**config.mk**
```make
export PLATFORM = sky130hd
export DESIGN_NAME = clkgate_seq
export DESIGN_NICKNAME = d
export VERILOG_FILES = /design/src/rtl/clkgate_seq_pkg.sv /design/src/rtl/clkgate_seq_sampler.sv /design/src/rtl/clkgate_seq_divider.sv /design/src/rtl/clkgate_seq_passgate.sv /design/src/rtl/clkgate_seq.sv
export SDC_FILE = /design/constraint.sdc
export NUM_CORES = 1
export LEC_CHECK = 0
export ABC_AREA = 1
export BUFFER_PORTS_ARGS = -buffer_cell sky130_fd_sc_hd__buf_2
export CORE_UTILIZATION = 55
export CTS_CLUSTER_DIAMETER = 40
export DETAILED_ROUTE_END_ITERATION = 7
export PLACE_DENSITY = 0.72
export RECOVER_POWER = 100
export SKIP_CTS_REPAIR_TIMING = 1
export SYNTH_ARGS = -nofsm -noshare
export SYNTH_HDL_FRONTEND = slang
export SYNTH_SLANG_ARGS = --single-unit
```
**constraint.sdc**
```tcl
create_clock -name mclk -period 2.5 [get_ports mclk]
set_input_delay 0 -clock mclk [delete_from_list [all_inputs] [get_ports mclk]]
set_output_delay 0 -clock mclk [all_outputs]
set_load 0.005 [all_outputs]
```
**src/rtl/clkgate_seq_pkg.sv**
```systemverilog
// Package: shared constants and types for the gated clock divider.
// Assumes: nothing beyond IEEE 1800-2017.
package clkgate_seq_pkg;

    // Default width of the divide-ratio input.
    localparam int RATIO_W_DEF = 10;

    // Divider activity state.
    typedef enum logic {
        DV_IDLE = 1'b0,
        DV_RUN  = 1'b1
    } dv_state_e;

endpackage

```
**src/rtl/clkgate_seq_sampler.sv**
```systemverilog
// Module: registers the asynchronous output enable on the rising master edge.
// Assumes: a single sampling stage is accepted; a late edge only moves the
// decision by one master cycle, which is the documented behaviour.
module clkgate_seq_sampler (
    input  logic mclk,
    input  logic rst_n,
    input  logic oe_async,
    output logic en_smp
);

    // Capture the enable on each rising master edge; reset clears it.
    always_ff @(posedge mclk) begin
        if (!rst_n) en_smp <= 1'b0;
        else        en_smp <= oe_async;
    end

endmodule

```
**src/rtl/clkgate_seq_divider.sv**
```systemverilog
// Module: programmable divider that starts and stops only at period boundaries.
// Assumes: ratio of 0 is treated as 1; ratio is captured at each period start.
module clkgate_seq_divider
    import clkgate_seq_pkg::*;
#(
    parameter int W = RATIO_W_DEF
) (
    input  logic         mclk,
    input  logic         rst_n,
    input  logic         en_smp,
    input  logic [W-1:0] ratio,
    output dv_state_e    state,
    output logic         q,
    output logic [W-1:0] cnt,
    output logic [W-1:0] n_lat,
    output logic         one_mode
);

    localparam logic [W-1:0] ONE = {{(W-1){1'b0}}, 1'b1};

    logic [W-1:0] ratio_eff;
    logic [W-1:0] cnt_inc;
    logic [W-1:0] hi_len;
    logic         last;

    // Legalise ratio, derive the high-phase length and the end-of-period flag.
    always_comb begin
        ratio_eff = (ratio == '0) ? ONE : ratio;
        cnt_inc   = cnt + ONE;
        hi_len    = n_lat >> 1;
        last      = (cnt == n_lat - ONE);
    end

    // Bypass mode applies when a period is about to start with ratio 1,
    // or a bypass period is still running.
    always_comb begin
        if (state == DV_RUN && !last) one_mode = (n_lat == ONE);
        else                          one_mode = (ratio_eff == ONE);
    end

    // Advance the period or decide, on a boundary, to restart or stop.
    always_ff @(posedge mclk) begin
        if (!rst_n) begin
            state <= DV_IDLE;
            q     <= 1'b0;
            cnt   <= '0;
            n_lat <= ONE;
        end else if (state == DV_IDLE || last) begin
            cnt <= '0;
            if (en_smp) begin
                state <= DV_RUN;
                n_lat <= ratio_eff;
                q     <= (ratio_eff != ONE);
            end else begin
                state <= DV_IDLE;
                q     <= 1'b0;
            end
        end else begin
            cnt <= cnt_inc;
            q   <= (cnt_inc < hi_len);
        end
    end

endmodule

```
**src/rtl/clkgate_seq_passgate.sv**
```systemverilog
// Module: gates the master clock for ratio 1 and merges it with the divider output.
// Assumes: the gate flop changes on the falling master edge, so it never cuts
// a master high pulse; the divider output is a registered, glitch-free level.
module clkgate_seq_passgate (
    input  logic mclk,
    input  logic rst_n,
    input  logic en_smp,
    input  logic one_mode,
    input  logic q_div,
    output logic en_g,
    output logic clk_out
);

    // Update the bypass gate while the master clock is low.
    always_ff @(negedge mclk) begin
        if (!rst_n) en_g <= 1'b0;
        else        en_g <= en_smp && one_mode;
    end

    // Combine the gated master clock with the divided clock.
    always_comb begin
        clk_out = (mclk & en_g) | q_div;
    end

endmodule

```
**src/rtl/clkgate_seq.sv**
```systemverilog
// Module: top of the glitch-free gated clock divider.
// Assumes: div_ratio is quasi-static; oe_async may change at any time.
module clkgate_seq
    import clkgate_seq_pkg::*;
#(
    parameter int RATIO_W = RATIO_W_DEF
) (
    input  logic               mclk,
    input  logic               rst_n,
    input  logic               oe_async,
    input  logic [RATIO_W-1:0] div_ratio,
    output logic               clk_out
);

    logic               en_smp;
    logic               en_g;
    logic               q;
    logic               one_mode;
    logic [RATIO_W-1:0] cnt;
    logic [RATIO_W-1:0] n_lat;
    dv_state_e          state;

    clkgate_seq_sampler u_smp (
        .mclk     (mclk),
        .rst_n    (rst_n),
        .oe_async (oe_async),
        .en_smp   (en_smp)
    );

    clkgate_seq_divider #(.W(RATIO_W)) u_div (
        .mclk     (mclk),
        .rst_n    (rst_n),
        .en_smp   (en_smp),
        .ratio    (div_ratio),
        .state    (state),
        .q        (q),
        .cnt      (cnt),
        .n_lat    (n_lat),
        .one_mode (one_mode)
    );

    clkgate_seq_passgate u_gate (
        .mclk     (mclk),
        .rst_n    (rst_n),
        .en_smp   (en_smp),
        .one_mode (one_mode),
        .q_div    (q),
        .en_g     (en_g),
        .clk_out  (clk_out)
    );

endmodule

```
== After elaboration in Yosys (flattened, before gate mapping) ==
Index checks and enable logic that the tools add are counted.

* Add/subtract/negate cells: 2
* Order comparisons: 1
* Eq/ne operators: 4
* Multiplexer cells: 5
* Bitwise operators: 4
* Reductions and logical operators: 7

{| class="wikitable"
|+ Operator list
! kind !! count
|-
| $eq 10x1->1 const B || 2
|-
| $add 10x1->10 const B || 1
|-
| $eq 10x10->1 || 1
|-
| $logic_not 10->1 || 1
|-
| $lt 10x9->1 || 1
|-
| $mux 10 || 1
|-
| $ne 10x1->1 const B || 1
|-
| $sub 10x1->10 const B || 1
|-
| $mux 1 || 4
|-
| $logic_and 1x1->1 || 2
|-
| $not 1->1 || 2
|-
| $reduce_and 2->1 || 1
|-
| $reduce_or 2->1 || 1
|-
| $and 1x1->1 || 1
|-
| $logic_not 1->1 || 1
|-
| $logic_or 1x1->1 || 1
|-
| $or 1x1->1 || 1
|}

* Flip-flop bits (word level): 24
* Input bits: 13
* Output and inout bits: 1
* Logic and storage cells: 29

== Logic depth before layout (Yosys ltp) ==
* Depth in word-level cells: 6
* Mapped depth: 17
* Mapped depth without buffers: 16

== By module ==
A second synthesis with hierarchy kept.

* Cell total of the unflattened synthesis: 258
* Area, all modules: 1726.7 um^2

{| class="wikitable"
|+ Modules (own cells, without submodules)
! module !! times used !! cells an instance !! area an instance (um^2) !! sequential area each (um^2)
|-
| clkgate_seq_divider || 1 || 247 || 1650.3 || 440.4
|-
| clkgate_seq_passgate || 1 || 8 || 48.8 || 20.0
|-
| clkgate_seq_sampler || 1 || 3 || 27.5 || 20.0
|}

==> out/qor.txt <==
Routed WL per cell: 13.0 um
I/O pins: 14
Cell Area, Synth: 1660 um^2
total grt overflow: 0
clock slew at reported path FFs: 0.15 ns
Ant. Diodes: 0
Worst Setup Start Kind: flip-flop
placed wire-length estimate: 3200 um
setup tns final: -0.358 ns
Final #Nets: 346
die height: 57.0 um
cell-internal power: 0.725 mW
final setup fails: 1
row cnt: 19
Die ar.: 3250 um^2
largest net degree at the start of global routing: 18
Seq pwr share: 40.0%
Seq/Total Area, Yosys: 28.9%
CTS tree: yes
Area after DPL: 1960 um^2
Area Growth Syn to Fin: 33.8%
max-cap violations: 0
CP endpoint kind: flip-flop
worst path required time: 1.64 ns
gr busiest metal: met2
Psw: 0.341 mW
Synth Instances: 261
global placement routability congestion: 0.983
Peak VDD IR: 0.375 mV
met1 Usage GRT: 37.1%
Final WS setup: -0.358 ns
grt met2 use: 44.7%
Buf/Inv on CP: 2
Comb pwr share: 29.2%
Critical Setup Path Class: reg -> reg
most common cell after layout, fill and taps aside: nand2_1
GRT Overall Usage: 27.3%
leak pwr: 1.19 nW
Avg Inst Size Synth: 6.37 um^2
ratio of cells with drive above 1 in the final layout: 24.3%
DR vias: 1,812
drt via density: 5.15
core area: 2810 um^2
Max Transition Viols Final: 0
number of global-route vias before repair: 1,570
Synth Register Bits: 24
placed cell count: 329
Clock Skew: 0.0674 ns
Ys Warns: 0
violated checks: negative setup slack
first-pass GRT wire length: 6800 um
sw frac: 32.0%
post-route DRC violation count: 0
final instance area: 2220 um^2
antenna violations before repair: 0
Worst slew margin: 63.7%
GRT met3 Usage: 2.72%
RSZ-0062 raised after global routing: yes
Worst Hold Class: in -> reg
Initial DRT Pass Iterations: 4
Clk network pwr share: 30.8%
critical-path cell list: inv_4 -> ha_4 -> inv_1 -> nand2_1 -> nand2_1 -> nand3_2 -> nor2_2 -> nand2_1 -> nor2_2 -> nand3_2 -> a21oi_1 -> nor3_2
PwrDens: 479 nW/um^2
status: finished, violations left
Hold WS: 0.0655 ns
worst slew pin tran: 0.544 ns
worst path arrival time: 2.00 ns
final hold violation count: 0
Worst path max stage delay: 0.38 ns
CP max-delay cell: dfxtp_2
cell family with most CP delay: simple AND/OR/NAND/NOR gates
syn_nets: 285
Initial Util: 59.3%
Port Buffers: 13
post-synthesis cell type count: 28
DR iter-0 viols: 75
Non-Filler Instances: 352
die width: 57.0 um
most used cell, CP: nand2_1
total wire length: 4590 um
crit path max fanout: 4
most frequent cells in the layout: nand2_1, nor2_1, inv_1
DRT antenna net count: 0
clk_lat worst skew: 0.50 ns
path summary, 6_finish.rpt:
check | startpoint | to | slack [ns] | depth (start not counted)
max reg2reg | u_div.n_lat[0] | u_gate.en_g | -0.36 | 12
min | div_ratio[5] | u_div.n_lat[0] | 0.07 | 5
max | u_div.n_lat[0] | u_gate.en_g | -0.36 | 12
min reg2reg | u_div.cnt[9] | u_div.cnt[9] | 0.52 | 2
cell usage after synthesis:
| cell | count | area share (%) |
|---|---|---|
| o21ai_0 | 1 | 0.30 |
| nor4_1 | 3 | 1.1 |
| nand2_4 | 3 | 2.0 |
| buf_6 | 2 | 1.4 |
| o21bai_1 | 2 | 0.90 |
| a21o_1 | 1 | 0.45 |
| o21a_1 | 1 | 0.45 |
| dfxtp_1 | 24 | 29 |
| ha_1 | 11 | 8.3 |
| or2_2 | 1 | 0.38 |
| buf_2 | 1 | 0.30 |
| clkbuf_2 | 1 | 0.30 |
| a21oi_1 | 7 | 2.1 |
| nor2_2 | 5 | 1.9 |
| xnor2_1 | 2 | 1.1 |
| a21boi_0 | 1 | 0.45 |
| nor2_1 | 45 | 10 |
| nand3_2 | 1 | 0.60 |
| nand2_1 | 76 | 17 |
| nand3b_1 | 1 | 0.45 |
| inv_2 | 1 | 0.23 |
| nand3_1 | 17 | 5.1 |
| xor2_1 | 8 | 4.2 |
| nand2_2 | 1 | 0.38 |
| nor3_1 | 4 | 1.2 |
| a41o_1 | 1 | 0.60 |
| inv_1 | 36 | 8.1 |
| nand4_1 | 4 | 1.5 |
per-stage QoR:
step,utilization [%],total power [mW],setup WS [ns]
after floorplan,-,0.607,-0.252
after global placement,70.0,0.700,-0.260
after detailed placement,70.0,0.704,-0.296
after CTS,72.5,1.03,-0.288
after global routing,79.3,1.12,-0.482
final,79.3,1.07,-0.358
final cells by class:
class | count | area [um^2]
clock buffers | 8 | 75.1
flip-flops and latches | 24 | 483
inverters | 36 | 138
repair buffers | 56 | 423
fillers | 198 | 581
multi-input cells | 196 | 1060
clock inverters | 1 | 3.75
well taps | 31 | 38.8
tightest hold or removal path: cells and delay by family:
family          cells  cell delay (ns)
compound gates      1             0.17
simple gates        2             0.16
buf+inv             2             0.14
logic make-up after synthesis:
group,after synthesis,synth area share [%]
flops,24,28.9
simple gates,161,42.0
compound gates,14,5.27
buf+inv,41,10.3
xor+xnor,10,5.27
fa+ha+maj,11,8.28
flip-flops by register name (all words and copies together) (netlist names):
| signal | cells |
|---|---|
| u_div.n_lat | 10 |
| u_div.cnt | 10 |
| u_div.q | 1 |
| u_gate.en_g | 1 |
| u_smp.en_smp | 1 |
| u_div.state | 1 |
power groups by stage:
stage | Combinational, mW | Sequential, mW | Clock (mW)
CTS | 0.268 | 0.423 | 0.337
floorplan | 0.171 | 0.428 | 0.00694
finish | 0.312 | 0.426 | 0.328
global placement | 0.261 | 0.431 | 0.00847
detailed placement | 0.264 | 0.432 | 0.00847
global route | 0.349 | 0.428 | 0.346
routing by layer:
layer  routed length (um)  vias up
met5                    0        -
met2                 2160       70
met3                  265       12
met1                 2080      796
met4                   76        0
li1                     -      934
No activity file was read; power rests on OpenSTA's default activity.
